## src/rtl/run_finder_pkg.sv

```systemverilog
package run_finder_pkg;
  typedef enum logic [0:0] {ST_IDLE, ST_SCAN} scan_state_e;
endpackage

```

## src/rtl/run_span_mask.sv

```systemverilog
module run_span_mask #(
  parameter int unsigned N  = 32,
  parameter int unsigned SW = 6,
  parameter int unsigned LW = 6
) (
  input  logic [SW-1:0] start_i,
  input  logic [LW-1:0] len_i,
  output logic [N-1:0]  mask_o,
  output logic          ovf_o
);
  localparam int unsigned EW = ((SW > LW) ? SW : LW) + 1;

  logic [EW-1:0] end_w;
  assign end_w = EW'(start_i) + EW'(len_i);
  assign ovf_o = end_w > EW'(N);

  for (genvar i = 0; i < N; i++) begin : g_bit
    assign mask_o[i] = (EW'(start_i) <= EW'(i)) && (EW'(i) < end_w);
  end
endmodule

```

## src/rtl/run_alloc_table.sv

```systemverilog
module run_alloc_table #(
  parameter int unsigned N = 32
) (
  input  logic         clk_i,
  input  logic         rst_ni,
  input  logic         set_en_i,
  input  logic [N-1:0] set_mask_i,
  input  logic         clr_en_i,
  input  logic [N-1:0] clr_mask_i,
  output logic [N-1:0] valid_o
);
  logic [N-1:0] valid_q;
  logic [N-1:0] clr_w, set_w;

  assign clr_w = clr_en_i ? clr_mask_i : '0;
  assign set_w = set_en_i ? set_mask_i : '0;

  // set wins over clear on overlap
  always_ff @(posedge clk_i or negedge rst_ni) begin
    if (!rst_ni) valid_q <= '0;
    else         valid_q <= (valid_q & ~clr_w) | set_w;
  end

  assign valid_o = valid_q;
endmodule

```

## src/rtl/run_search_ctrl.sv

```systemverilog
module run_search_ctrl
  import run_finder_pkg::*;
#(
  parameter int unsigned IDX_W = 5,
  parameter int unsigned CNT_W = 6,
  parameter int unsigned EXT_W = 7
) (
  input  logic             clk_i,
  input  logic             rst_ni,
  input  logic             req_valid_i,
  input  logic [IDX_W-1:0] req_base_i,
  input  logic [CNT_W-1:0] req_span_i,
  input  logic [CNT_W-1:0] req_need_i,
  input  logic             req_commit_i,
  input  logic             hit_i,
  output logic [EXT_W-1:0] cand_o,
  output logic [CNT_W-1:0] need_o,
  output logic             set_en_o,
  output logic             busy_o,
  output logic             done_o,
  output logic             found_o,
  output logic [IDX_W-1:0] start_o
);
  scan_state_e      state_q;
  logic [EXT_W-1:0] cand_q, last_q, last_d;
  logic [CNT_W-1:0] need_q;
  logic             commit_q, done_q, found_q;
  logic [IDX_W-1:0] start_q;
  logic             accept, bad_req, scanning;

  assign scanning = (state_q == ST_SCAN);
  assign accept   = req_valid_i && !scanning;
  assign bad_req  = (req_need_i == '0) || (req_need_i > req_span_i);
  assign last_d   = EXT_W'(req_base_i) + EXT_W'(req_span_i) - EXT_W'(req_need_i);
  assign set_en_o = scanning && hit_i && commit_q;

  always_ff @(posedge clk_i or negedge rst_ni) begin
    if (!rst_ni) begin
      state_q  <= ST_IDLE;
      cand_q   <= '0;
      last_q   <= '0;
      need_q   <= '0;
      commit_q <= 1'b0;
      done_q   <= 1'b0;
      found_q  <= 1'b0;
      start_q  <= '0;
    end else begin
      done_q <= 1'b0;
      if (accept) begin
        if (bad_req) begin
          done_q  <= 1'b1;
          found_q <= 1'b0;
        end else begin
          state_q  <= ST_SCAN;
          cand_q   <= EXT_W'(req_base_i);
          last_q   <= last_d;
          need_q   <= req_need_i;
          commit_q <= req_commit_i;
        end
      end else if (scanning) begin
        if (hit_i) begin
          state_q <= ST_IDLE;
          done_q  <= 1'b1;
          found_q <= 1'b1;
          start_q <= cand_q[IDX_W-1:0];
        end else if (cand_q == last_q) begin
          state_q <= ST_IDLE;
          done_q  <= 1'b1;
          found_q <= 1'b0;
        end else begin
          cand_q <= cand_q + 1'b1;
        end
      end
    end
  end

  assign cand_o  = cand_q;
  assign need_o  = need_q;
  assign busy_o  = scanning;
  assign done_o  = done_q;
  assign found_o = found_q;
  assign start_o = start_q;
endmodule

```

## src/rtl/run_finder.sv

```systemverilog
module run_finder #(
  parameter int unsigned N_ENTRIES = 32,
  localparam int unsigned IDX_W = (N_ENTRIES > 1) ? $clog2(N_ENTRIES) : 1,
  localparam int unsigned CNT_W = $clog2(N_ENTRIES + 1)
) (
  input  logic                 clk_i,
  input  logic                 rst_ni,
  input  logic                 req_valid_i,
  input  logic [IDX_W-1:0]     req_base_i,
  input  logic [CNT_W-1:0]     req_span_i,
  input  logic [CNT_W-1:0]     req_need_i,
  input  logic                 req_commit_i,
  input  logic                 rel_valid_i,
  input  logic [IDX_W-1:0]     rel_start_i,
  input  logic [CNT_W-1:0]     rel_len_i,
  output logic                 busy_o,
  output logic                 done_o,
  output logic                 found_o,
  output logic [IDX_W-1:0]     start_o,
  output logic [N_ENTRIES-1:0] valid_o
);
  localparam int unsigned EXT_W = CNT_W + 1;

  logic [EXT_W-1:0]     cand;
  logic [CNT_W-1:0]     need;
  logic [N_ENTRIES-1:0] cand_mask, rel_mask, valid;
  logic                 cand_ovf, rel_ovf_unused, hit, set_en;

  run_span_mask #(.N(N_ENTRIES), .SW(EXT_W), .LW(CNT_W)) i_cand_mask (
    .start_i(cand), .len_i(need), .mask_o(cand_mask), .ovf_o(cand_ovf)
  );

  run_span_mask #(.N(N_ENTRIES), .SW(IDX_W), .LW(CNT_W)) i_rel_mask (
    .start_i(rel_start_i), .len_i(rel_len_i), .mask_o(rel_mask), .ovf_o(rel_ovf_unused)
  );

  // a candidate wins only if the whole run lies inside the table and is free
  assign hit = !cand_ovf && ((valid & cand_mask) == '0);

  run_search_ctrl #(.IDX_W(IDX_W), .CNT_W(CNT_W), .EXT_W(EXT_W)) i_ctrl (
    .clk_i, .rst_ni,
    .req_valid_i, .req_base_i, .req_span_i, .req_need_i, .req_commit_i,
    .hit_i(hit), .cand_o(cand), .need_o(need), .set_en_o(set_en),
    .busy_o, .done_o, .found_o, .start_o
  );

  run_alloc_table #(.N(N_ENTRIES)) i_table (
    .clk_i, .rst_ni,
    .set_en_i(set_en), .set_mask_i(cand_mask),
    .clr_en_i(rel_valid_i), .clr_mask_i(rel_mask),
    .valid_o(valid)
  );

  assign valid_o = valid;
endmodule

```

## config.mk

```make
export PLATFORM = sky130hd
export DESIGN_NAME = run_finder
export DESIGN_NICKNAME = d
export VERILOG_FILES = /design/src/rtl/run_finder_pkg.sv /design/src/rtl/run_span_mask.sv /design/src/rtl/run_alloc_table.sv /design/src/rtl/run_search_ctrl.sv /design/src/rtl/run_finder.sv
export SDC_FILE = /design/constraint.sdc
export NUM_CORES = 1
export LEC_CHECK = 0
export ABC_AREA = 1
export CORE_MARGIN = 4
export CORE_UTILIZATION = 57
export DETAILED_ROUTE_END_ITERATION = 10
export PLACE_DENSITY = 0.9
export SLEW_MARGIN = 20
export SYNTH_ARGS = -nofsm -noshare
export SYNTH_HDL_FRONTEND = slang
export SYNTH_SLANG_ARGS = --single-unit
export TNS_END_PERCENT = 50
```

## constraint.sdc

```tcl
create_clock -name clk_i -period 3.4 [get_ports clk_i]
set_clock_uncertainty 0.15 [all_clocks]
set_input_delay 0.34 -clock clk_i [delete_from_list [all_inputs] [get_ports clk_i]]
set_output_delay 0.34 -clock clk_i [all_outputs]
set_load 0.005 [all_outputs]
```

==> results of run 1 <==
-- worst reg2reg max path, stage by stage (launching register included) --
cell and delay [ns]:
dfrtp_1 0.42, ha_1 0.36, nand2_1 0.09, nand2_1 0.08
inv_2 0.07, nand2_1 0.07, nand2_1 0.08, nand2_1 0.20
nor2_2 0.23, nand2_1 0.15, o21ai_0 0.29, nand3_1 0.11
nand2_1 0.07, nor2_1 0.04, nand2_1 0.12, nor2_4 0.06
buf_4 0.16, nand2_8 0.11, nand2_4 0.09, nand2_1 0.09
nand2_1 0.05
-- repair_timing --
action                                  in CTS  in global routing
hold endpoints to repair                    31                  0
endpoints found under the setup margin       0                 47
resized for setup                            0                 17
hold buffers                                 1                  0
buffers inserted                             0                  5
-- Yosys cell counts (all sizes together) --
cell	instances
nand2	229
inv	112
nor2	79
o21ai	77
dfrtp	61
nand3	58
nand4	38
a21oi	29
ha	29
buf	16
and2	12
a21boi	11
clkbuf	9
o31ai	9
xor2	9
fa	7
o211ai	6
nor3	5
a31oi	3
nand3b	3
o221ai	3
xnor2	3
a41oi	2
nor4	2
or2	2
a211oi	1
a22oi	1
a32o	1
clkinv	1
o2111ai	1
o21a	1
o21bai	1
-- metal layers --
metal | GRT usage (%) | part of all wire, % | vias up
met1 | 47.8 | 43 | 2855
met4 | 9.00 | 2.9 | 0
met2 | 46.9 | 43 | 364
met3 | 6.86 | 11 | 47
li1 | - | - | 2884
met5 | 0 | 0 | -
-- metrics by stage --
stage	TNS (ns)	hold WS (ns)	cell area, um^2	setup WS, ns
after floorplan	0	-0.106	5410	0.496
after global placement	-0.0332	0.267	6380	-0.0332
after detailed placement	-0.0360	0.270	6380	-0.0360
after CTS	0	0.346	6590	0.0712
after global routing	-0.0174	0.368	6750	-0.0159
final	0	0.343	6750	0.189
-- state kept, by name, summed over array words and instances (netlist names) --
name             count
i_table.valid_o     32
i_ctrl.cand_o        7
i_ctrl.last_q        7
i_ctrl.need_o        6
i_ctrl.start_o       5
i_ctrl.busy_o        1
i_ctrl.commit_q      1
i_ctrl.done_o        1
i_ctrl.found_o       1
-- area by class of cell --
class,instances,area (um^2),share of cell area (%)
flip-flops and latches,61,1530,22.6
clock buffers,9,124,1.84
repair buffers,105,1040,15.4
clock inverters,7,73.8,1.09
multi-input cells,623,3400,50.4
inverters,113,424,6.28
well taps,129,161,2.39
-- kinds of logic (layout without fill, tap and decap cells) --
kind of cell	Yosys count	in the layout	share of synthesized area [%]
AND/OR/NAND/NOR	428	429	34.8
adder cells (fa/ha/maj)	36	36	9.30
buffers and inverters	138	234	10.2
flip-flops	61	61	28.2
XOR/XNOR	12	12	1.94
AO/OA/AOI/OAI	146	146	15.5
-- worst min-delay path by stage --
stage                           start                end  slack, ns  depth (start not counted)
floorplan                      rst_ni      i_ctrl.busy_o      -0.11                          0
global placement               rst_ni   i_ctrl.need_o[4]       0.27                          1
detailed placement             rst_ni   i_ctrl.need_o[4]       0.27                          1
CTS                    i_ctrl.found_o     i_ctrl.found_o       0.35                          2
global route        i_ctrl.start_o[0]  i_ctrl.start_o[0]       0.37                          2
finish              i_ctrl.start_o[4]  i_ctrl.start_o[4]       0.34                          2
-- report_power, final --
part | switching [mW] | internal, mW | total (mW)
logic | 3.93 | 2.38 | 6.31
clock network | 0.327 | 0.340 | 0.668
registers | 0.297 | 1.01 | 1.31
==> summary.txt, run 1 <==
Status - finished, final reports clean
Reg2Reg Setup Slack - 0.19 ns
NumNets Final - 982
Post-Syn Area - 5410 um^2
DRC violations left - 0
Critical path fanouts, max - 10
Commonest non-fill, non-tap cell in the layout - nand2_1
DR pass1 iterations - 5
First-pass GRT wire length - 28.6 mm
Final Critical Period - 3.21 ns
Die height - 105 um
Pleak - 3.43 nW
Critical path's top delay family - simple AND/OR/NAND/NOR gates
MaxCap Viol Count - 0
PwrDens - 1230 nW/um^2
GPL Wtd Cong - 1.01
Count of state elements after synthesis - 61
Port Buffer Count - 72
Largest net degree at the start of global routing - 34
Ports - 73
Final Hold Fails - 0
Dominant cell type by area after synthesis - dfrtp_1
Crit-path cells - ha_1 -> nand2_1 -> nand2_1 -> inv_2 -> nand2_1 -> nand2_1 -> nand2_1 -> nor2_2 -> nand2_1 -> o21ai_0 -> nand3_1 -> nand2_1 -> nor2_1 -> nand2_1 -> nor2_4 -> buf_4 -> nand2_8 -> nand2_4 -> nand2_1 -> nand2_1
Diodes inserted - 0
Via total after detailed routing - 6150
Worst R2R Path Depth - 20
Fmax - 311 MHz
Critical path arrival - 3.30 ns
Detailed router's first-iteration violation count - 767
TritonCTS Buffers - 9
Die area - 11100 um^2
TritonCTS clock tree - yes
Placed instance count - 1023
CP Capture Type - flop
Critical path launch point type - flop
Maximum buffer depth of the clock tree - 2
Initial antenna violation count - 0
Syn Area/Cell - 6.59 um^2
CP most frequent cell - nand2_1
Sequential element share of the synthesized area - 28.2%
Total congestion overflow - 0
Worst path slowest cell - dfrtp_1
Syn Nets - 890
Relative slew slack - 26.6%
Clock latency at the later pin of the worst-skew pair - 0.36 ns
WP buf/inv - 2
Core Area - 9240 um^2
Synth area leaders - dfrtp_1 (28%), nand2_1 (15%), inv_1 (7.5%)
Critical path type - flop to flop
CP endpoint - i_ctrl.cand_o[4]
Syn-to-layout area delta - 24.8%
Clock transition at path regs - 0.08 ns
Non-filler cells in the finished layout - 1047
Final core utilization - 73.0%
Ys Warns - 0
Post-DRT Antenna Nets - 0
Power Total - 8.29 mW
Critical Path Start - i_ctrl.need_o[2]
HPWL after DPL - 14.1 mm
Slew Viols, Final - 0
Measured slew at the worst slew-check pin - 1.10 ns
Overall routed net length - 18.1 mm
Number of global-route vias before repair - 5604
Levels on crit path - 20
Die width - 105 um
Final setup vio count - 0
Initial Util - 58.5%
Proportion of layout cells with a drive suffix above 1 - 8.06%
Worst IR drop on VDD - 645 uV
Post-Syn Instances - 821
Gr usage total - 32.1%
FF-to-FF Start - i_ctrl.need_o[2]
Vias/cell - 5.87
Layout fillers - 772
Wire per inst - 17.3 um
Part of the cycle the worst path needs - 94.4%
Root Driver - clkbuf_8
Worst EP required - 3.49 ns
Most frequent cells in the layout - nand2_1 (221), inv_1 (108), nor2_1 (74)
Reg-to-Reg End - i_ctrl.cand_o[4]
Min-Delay Path Class - flop to flop
Max incr delay on CP - 0.42 ns
Synth top area share - 28.2%
CTS sink count - 61
Rows - 35
Number of H-tree levels - 3
Yosys cell types - 41
No activity file was read; power rests on OpenSTA's default activity.
==> inputs of run 2 (changes only) <==
- SKIP_CTS_REPAIR_TIMING: default -> 1
==> run 2 against run 1 <==
Fmax is 1.2% higher; die area stayed put; critical path depth stayed put; final cell count did not move; worst setup slack better by 0.038 ns; cell area did not move; clock power about the same; sequential cell count is the same; largest power group unchanged.
==> summary.txt, run 2 (synthesis results as in run 1) <==
Port Buffer Count - 72 (unchanged)
Commonest non-fill, non-tap cell in the layout - nand2_1 (unchanged)
Non-filler cells in the finished layout - 1047 (unchanged)
GPL Wtd Cong - 1.01 (unchanged)
Post-DRT Antenna Nets - 0 (unchanged)
Via total after detailed routing - 6181 (was 6150)
Final Hold Fails - 0 (unchanged)
Most frequent cells in the layout - nand2_1 (221), inv_1 (108), nor2_1 (74) (unchanged)
Fmax - 315 MHz (was 311 MHz)
Die width - 105 um (unchanged)
Final setup vio count - 0 (unchanged)
DR pass1 iterations - 5 (unchanged)
Die height - 105 um (unchanged)
Pleak - 3.43 nW (unchanged)
Largest net degree at the start of global routing - 34 (unchanged)
Wire per inst - 17.2 um (was 17.3 um)
Slew Viols, Final - 0 (unchanged)
Diodes inserted - 0 (unchanged)
Power Total - 8.30 mW (was 8.29 mW)
Clock transition at path regs - 0.08 ns (about the same)
Die area - 11100 um^2 (unchanged)
TritonCTS clock tree - yes (unchanged)
Critical path type - flop to flop (unchanged)
Ports - 73 (unchanged)
Overall routed net length - 18.0 mm (was 18.1 mm)
Critical path arrival - 3.25 ns (was 3.30 ns)
Measured slew at the worst slew-check pin - 1.09 ns (was 1.10 ns)
Vias/cell - 5.90 (was 5.87)
DRC violations left - 0 (unchanged)
Status - finished, final reports clean (unchanged)
Detailed router's first-iteration violation count - 737 (was 767)
Number of global-route vias before repair - 5583 (was 5604)
First-pass GRT wire length - 28.5 mm (was 28.6 mm)
Maximum buffer depth of the clock tree - 2 (unchanged)
Root Driver - clkbuf_8 (unchanged)
Gr usage total - 32.0% (was 32.1%)
Initial Util - 58.5% (unchanged)
CTS sink count - 61 (unchanged)
Rows - 35 (unchanged)
Critical path fanouts, max - 10 (unchanged)
Placed instance count - 1023 (unchanged)
Total congestion overflow - 0 (unchanged)
Relative slew slack - 27.4% (was 26.6%)
Critical path launch point type - flop (unchanged)
Min-Delay Path Class - flop to flop (unchanged)
Worst IR drop on VDD - 641 uV (was 645 uV)
CP Capture Type - flop (unchanged)
Number of H-tree levels - 3 (unchanged)
Max reg flops - 32 (unchanged)
Core Area - 9240 um^2 (unchanged)
TritonCTS Buffers - 9 (unchanged)
Worst EP required - 3.48 ns (was 3.49 ns)
NumNets Final - 982 (unchanged)
Proportion of layout cells with a drive suffix above 1 - 8.06% (unchanged)
MaxCap Viol Count - 0 (unchanged)
PwrDens - 1230 nW/um^2 (about the same)
Layout fillers - 772 (unchanged)
Syn-to-layout area delta - 24.8% (unchanged)
Initial antenna violation count - 0 (unchanged)
Part of the cycle the worst path needs - 93.3% (was 94.4%)
HPWL after DPL - 14.1 mm (unchanged)
Final Critical Period - 3.17 ns (was 3.21 ns)
Clock latency at the later pin of the worst-skew pair - 0.35 ns (was 0.36 ns)
## run 2: cell counts in the layout (fill, tap and decap cells not counted)
Identical to the previous run, type by type.
## run 2: area by class of cell
| class | count | area [um^2] | area share, % |
|---|---|---|---|
| multi-input combinational | 623 | 3400 | 50.4 |
| sequential | 61 | 1530 | 22.6 |
| timing repair buffer | 105 | 1040 | 15.4 |
| inverter | 113 | 424 | 6.28 |
| tap | 129 | 161 | 2.39 |
| clock buffer | 9 | 124 | 1.84 |
| clock inverter | 7 | 73.8 | 1.09 |
## run 2: worst paths after layout
check                                        from             endpoint  slack [ns]  cells past startpoint
max in group asynchronous                  rst_ni  i_table.valid_o[16]        1.81                      3
worst max register to register   i_ctrl.need_o[2]     i_ctrl.cand_o[4]        0.23                     20
worst max-delay path             i_ctrl.need_o[2]     i_ctrl.cand_o[4]        0.23                     20
min in group asynchronous                  rst_ni        i_ctrl.busy_o        0.41                      2
worst min-delay path            i_ctrl.start_o[4]    i_ctrl.start_o[4]        0.34                      2
worst min register to register  i_ctrl.start_o[4]    i_ctrl.start_o[4]        0.34                      2
## run 2: worst max-delay path: stages (launching register included)
cell	delay [ns]
dfrtp_1	0.43
ha_1	0.36
nand2_1	0.09
nand2_1	0.08
inv_2	0.07
nand2_1	0.07
nand2_1	0.08
nand2_1	0.19
nor2_2	0.22
nand2_1	0.15
o21ai_0	0.26
nand3_1	0.11
nand2_1	0.07
nor2_1	0.04
nand2_1	0.11
nor2_4	0.06
buf_4	0.16
nand2_8	0.11
nand2_4	0.08
nand2_1	0.09
nand2_1	0.05
## run 2: routing by layer
metal	vias up	GRT usage (%)	wire length [um]
met4	0	9.00	483
met5	-	0	0
met2	410	46.6	7690
met3	45	6.86	2320
li1	2896	-	-
met1	2830	47.8	7530
## run 2: power breakdown
part,total (mW),internal (mW),switching (mW)
registers,1.31,1.01,0.299
logic,6.33,2.38,3.94
clock network,0.665,0.341,0.324
total,8.30,3.73,4.57
## run 2: metrics by stage
stage | setup slack, ns | hold slack (ns) | area [um^2] | setup TNS [ns] | util (%)
finish | 0.227 | 0.343 | 6750 | 0 | 73.0
global route | -0.0107 | 0.368 | 6750 | -0.0107 | 73.0
CTS | 0.0712 | -0.102 | 6580 | 0 | 71.2
detailed placement | -0.0360 | 0.270 | 6380 | -0.0360 | 69.0
global placement | -0.0332 | 0.267 | 6380 | -0.0332 | 69.0
floorplan | 0.496 | -0.106 | 5410 | 0 | -
==> inputs of run 3 (changes only) <==
- CORE_UTILIZATION: 57 -> 67
- CTS_BUF_LIST: default -> sky130_fd_sc_hd__clkbuf_8
- DONT_BUFFER_PORTS: default -> 1
- PLACE_DENSITY: 0.9 -> 0.91
==> run 3 against run 2 <==
Register-to-register slack worse by 0.096 ns; final cell count decreased by 9.0%; first-iteration DRC count shrank 4.1%; worst hold slack lost 0.26 ns; sequential share of layout area is 2.6 points higher; critical path type unchanged; critical path depth decreased by 4; clock-buffer cell count increased by 1.
==> summary.txt, run 3 (synthesis results as in run 1) <==
Worst path slowest cell - a21oi_1 (was dfrtp_1)
Overall routed net length - 19.0 mm (was 18.0 mm)
Min Hold Slack - 0.0785 ns (was 0.343 ns)
Commonest non-fill, non-tap cell in the layout - nand2_1 (unchanged)
Gr usage total - 37.9% (was 32.0%)
DR pass1 iterations - 6 (was 5)
Measured slew at the worst slew-check pin - 1.16 ns (was 1.09 ns)
Post-DRT Antenna Nets - 0 (unchanged)
Final Critical Period - 3.27 ns (was 3.17 ns)
Min-Delay Path Class - input pin to flop (was flop to flop)
Diodes inserted - 0 (unchanged)
Final setup vio count - 0 (unchanged)
Syn-to-layout area delta - 12.1% (was 24.8%)
TritonCTS Buffers - 9 (unchanged)
Critical path launch point type - flop (unchanged)
Non-filler cells in the finished layout - 953 (was 1047)
Die height - 97.8 um (was 105 um)
Initial Util - 69.3% (was 58.5%)
Critical path type - flop to flop (unchanged)
Maximum buffer depth of the clock tree - 2 (unchanged)
Vias/cell - 6.48 (was 5.90)
Placed instance count - 914 (was 1023)
Core Area - 7810 um^2 (was 9240 um^2)
Setup TNS - 0 ns (unchanged)
Relative slew slack - 22.6% (was 27.4%)
Total congestion overflow - 0 (unchanged)
Status - finished, final reports clean (unchanged)
CP most frequent cell - nand2_1 (unchanged)
MaxCap Viol Count - 0 (unchanged)
Critical path arrival - 3.41 ns (was 3.25 ns)
Critical path fanouts, max - 11 (was 10)
Fmax - 306 MHz (was 315 MHz)
Root Driver - clkbuf_8 (unchanged)
WP buf/inv - 3 (was 2)
Final Hold Fails - 0 (unchanged)
CP Capture Type - flop (unchanged)
TritonCTS clock tree - yes (unchanged)
HPWL after DPL - 14.4 mm (was 14.1 mm)
Part of the cycle the worst path needs - 96.1% (was 93.3%)
Proportion of layout cells with a drive suffix above 1 - 8.11% (was 8.06%)
Worst EP required - 3.54 ns (was 3.48 ns)
Detailed router's first-iteration violation count - 707 (was 737)
Number of global-route vias before repair - 5640 (was 5583)
NumNets Final - 915 (was 982)
Rows - 32 (was 35)
Ports - 73 (unchanged)
Clock latency at the later pin of the worst-skew pair - 0.36 ns (was 0.35 ns)
GPL Wtd Cong - 1.04 (was 1.01)
Wire per inst - 19.9 um (was 17.2 um)
First-pass GRT wire length - 29.0 mm (was 28.5 mm)
Number of H-tree levels - 3 (unchanged)
Die area - 9570 um^2 (was 11100 um^2)
Max reg flops - 32 (unchanged)
Critical path's top delay family - simple AND/OR/NAND/NOR gates (unchanged)
Port Buffer Count - 0 (was 72)
Initial antenna violation count - 0 (unchanged)
Die width - 97.8 um (was 105 um)
Clock transition at path regs - 0.08 ns (about the same)
Via total after detailed routing - 6174 (was 6181)
Most frequent cells in the layout - nand2_1 (222), inv_1 (109), nor2_1 (75) (was nand2_1 (221), inv_1 (108), nor2_1 (74))
Crit-path cells - ha_2 -> fa_2 -> or2_1 -> nand2_1 -> inv_2 -> a21oi_1 -> nand2_1 -> nand3_1 -> nand2_1 -> nor2_1 -> nand2_1 -> nor2_4 -> buf_4 -> buf_6 -> nand4_1 -> nand2_1 (was ha_1 -> nand2_1 -> nand2_1 -> inv_2 -> nand2_1 -> nand2_1 -> nand2_1 -> nor2_2 -> nand2_1 -> o21ai_0 -> nand3_1 -> nand2_1 -> nor2_1 -> nand2_1 -> nor2_4 -> buf_4 -> nand2_8 -> nand2_4 -> nand2_1 -> nand2_1)
CTS sink count - 61 (unchanged)
DRC violations left - 0 (unchanged)
Max incr delay on CP - 0.45 ns (was 0.43 ns)
Slew Viols, Final - 0 (unchanged)
Layout fillers - 589 (was 772)
Largest net degree at the start of global routing - 62 (was 34)
-- run 3: per-layer routing --
| metal | GRT usage, % | vias up | part of all wire (%) |
|---|---|---|---|
| met5 | 0 | - | 0 |
| met4 | 14.7 | 0 | 4.6 |
| met3 | 12.3 | 114 | 15 |
| met2 | 56.9 | 548 | 43 |
| met1 | 51.1 | 2746 | 37 |
| li1 | - | 2766 | - |
-- run 3: path summary, 6_finish.rpt --
path,from,endpoint,slack (ns),cells past startpoint
worst max-delay path,i_ctrl.need_o[0],i_table.valid_o[10],0.13,16
worst min-delay path,rel_valid_i,i_table.valid_o[31],0.08,3
worst max register to register,i_ctrl.need_o[0],i_table.valid_o[10],0.13,16
worst min register to register,i_ctrl.need_o[2],i_ctrl.need_o[2],0.34,2
max in group asynchronous,rst_ni,i_ctrl.last_q[1],2.47,2
min in group asynchronous,rst_ni,i_table.valid_o[31],0.36,2
-- run 3: per-stage QoR --
stage	area [um^2]	util, %	setup WS (ns)
6_report	6060	77.7	0.131
3_3_place_gp	5540	71.0	0.146
2_1_floorplan	5410	-	0.496
3_5_place_dp	5540	71.0	0.0660
5_1_grt	6060	77.7	-0.000357
4_1_cts	5720	73.2	0.0325
-- run 3: tightest hold or removal path: cells and delay by family --
family | cells | cell delay, ns
AND/OR/NAND/NOR | 3 | 0.22
-- run 3: final cells by class --
cell class	instances	area [um^2]	area share (%)
clock buffer	10	138	2.27
clock inverter	6	40.0	0.660
inverter	113	424	7.00
multi-input combinational	624	3390	55.9
sequential	61	1530	25.2
tap	102	128	2.10
timing repair buffer	37	420	6.93
Power of run 3 is left out: the tool's default activity adds up to more than one toggle a clock period on the data nets, which glitch-free logic cannot reach.
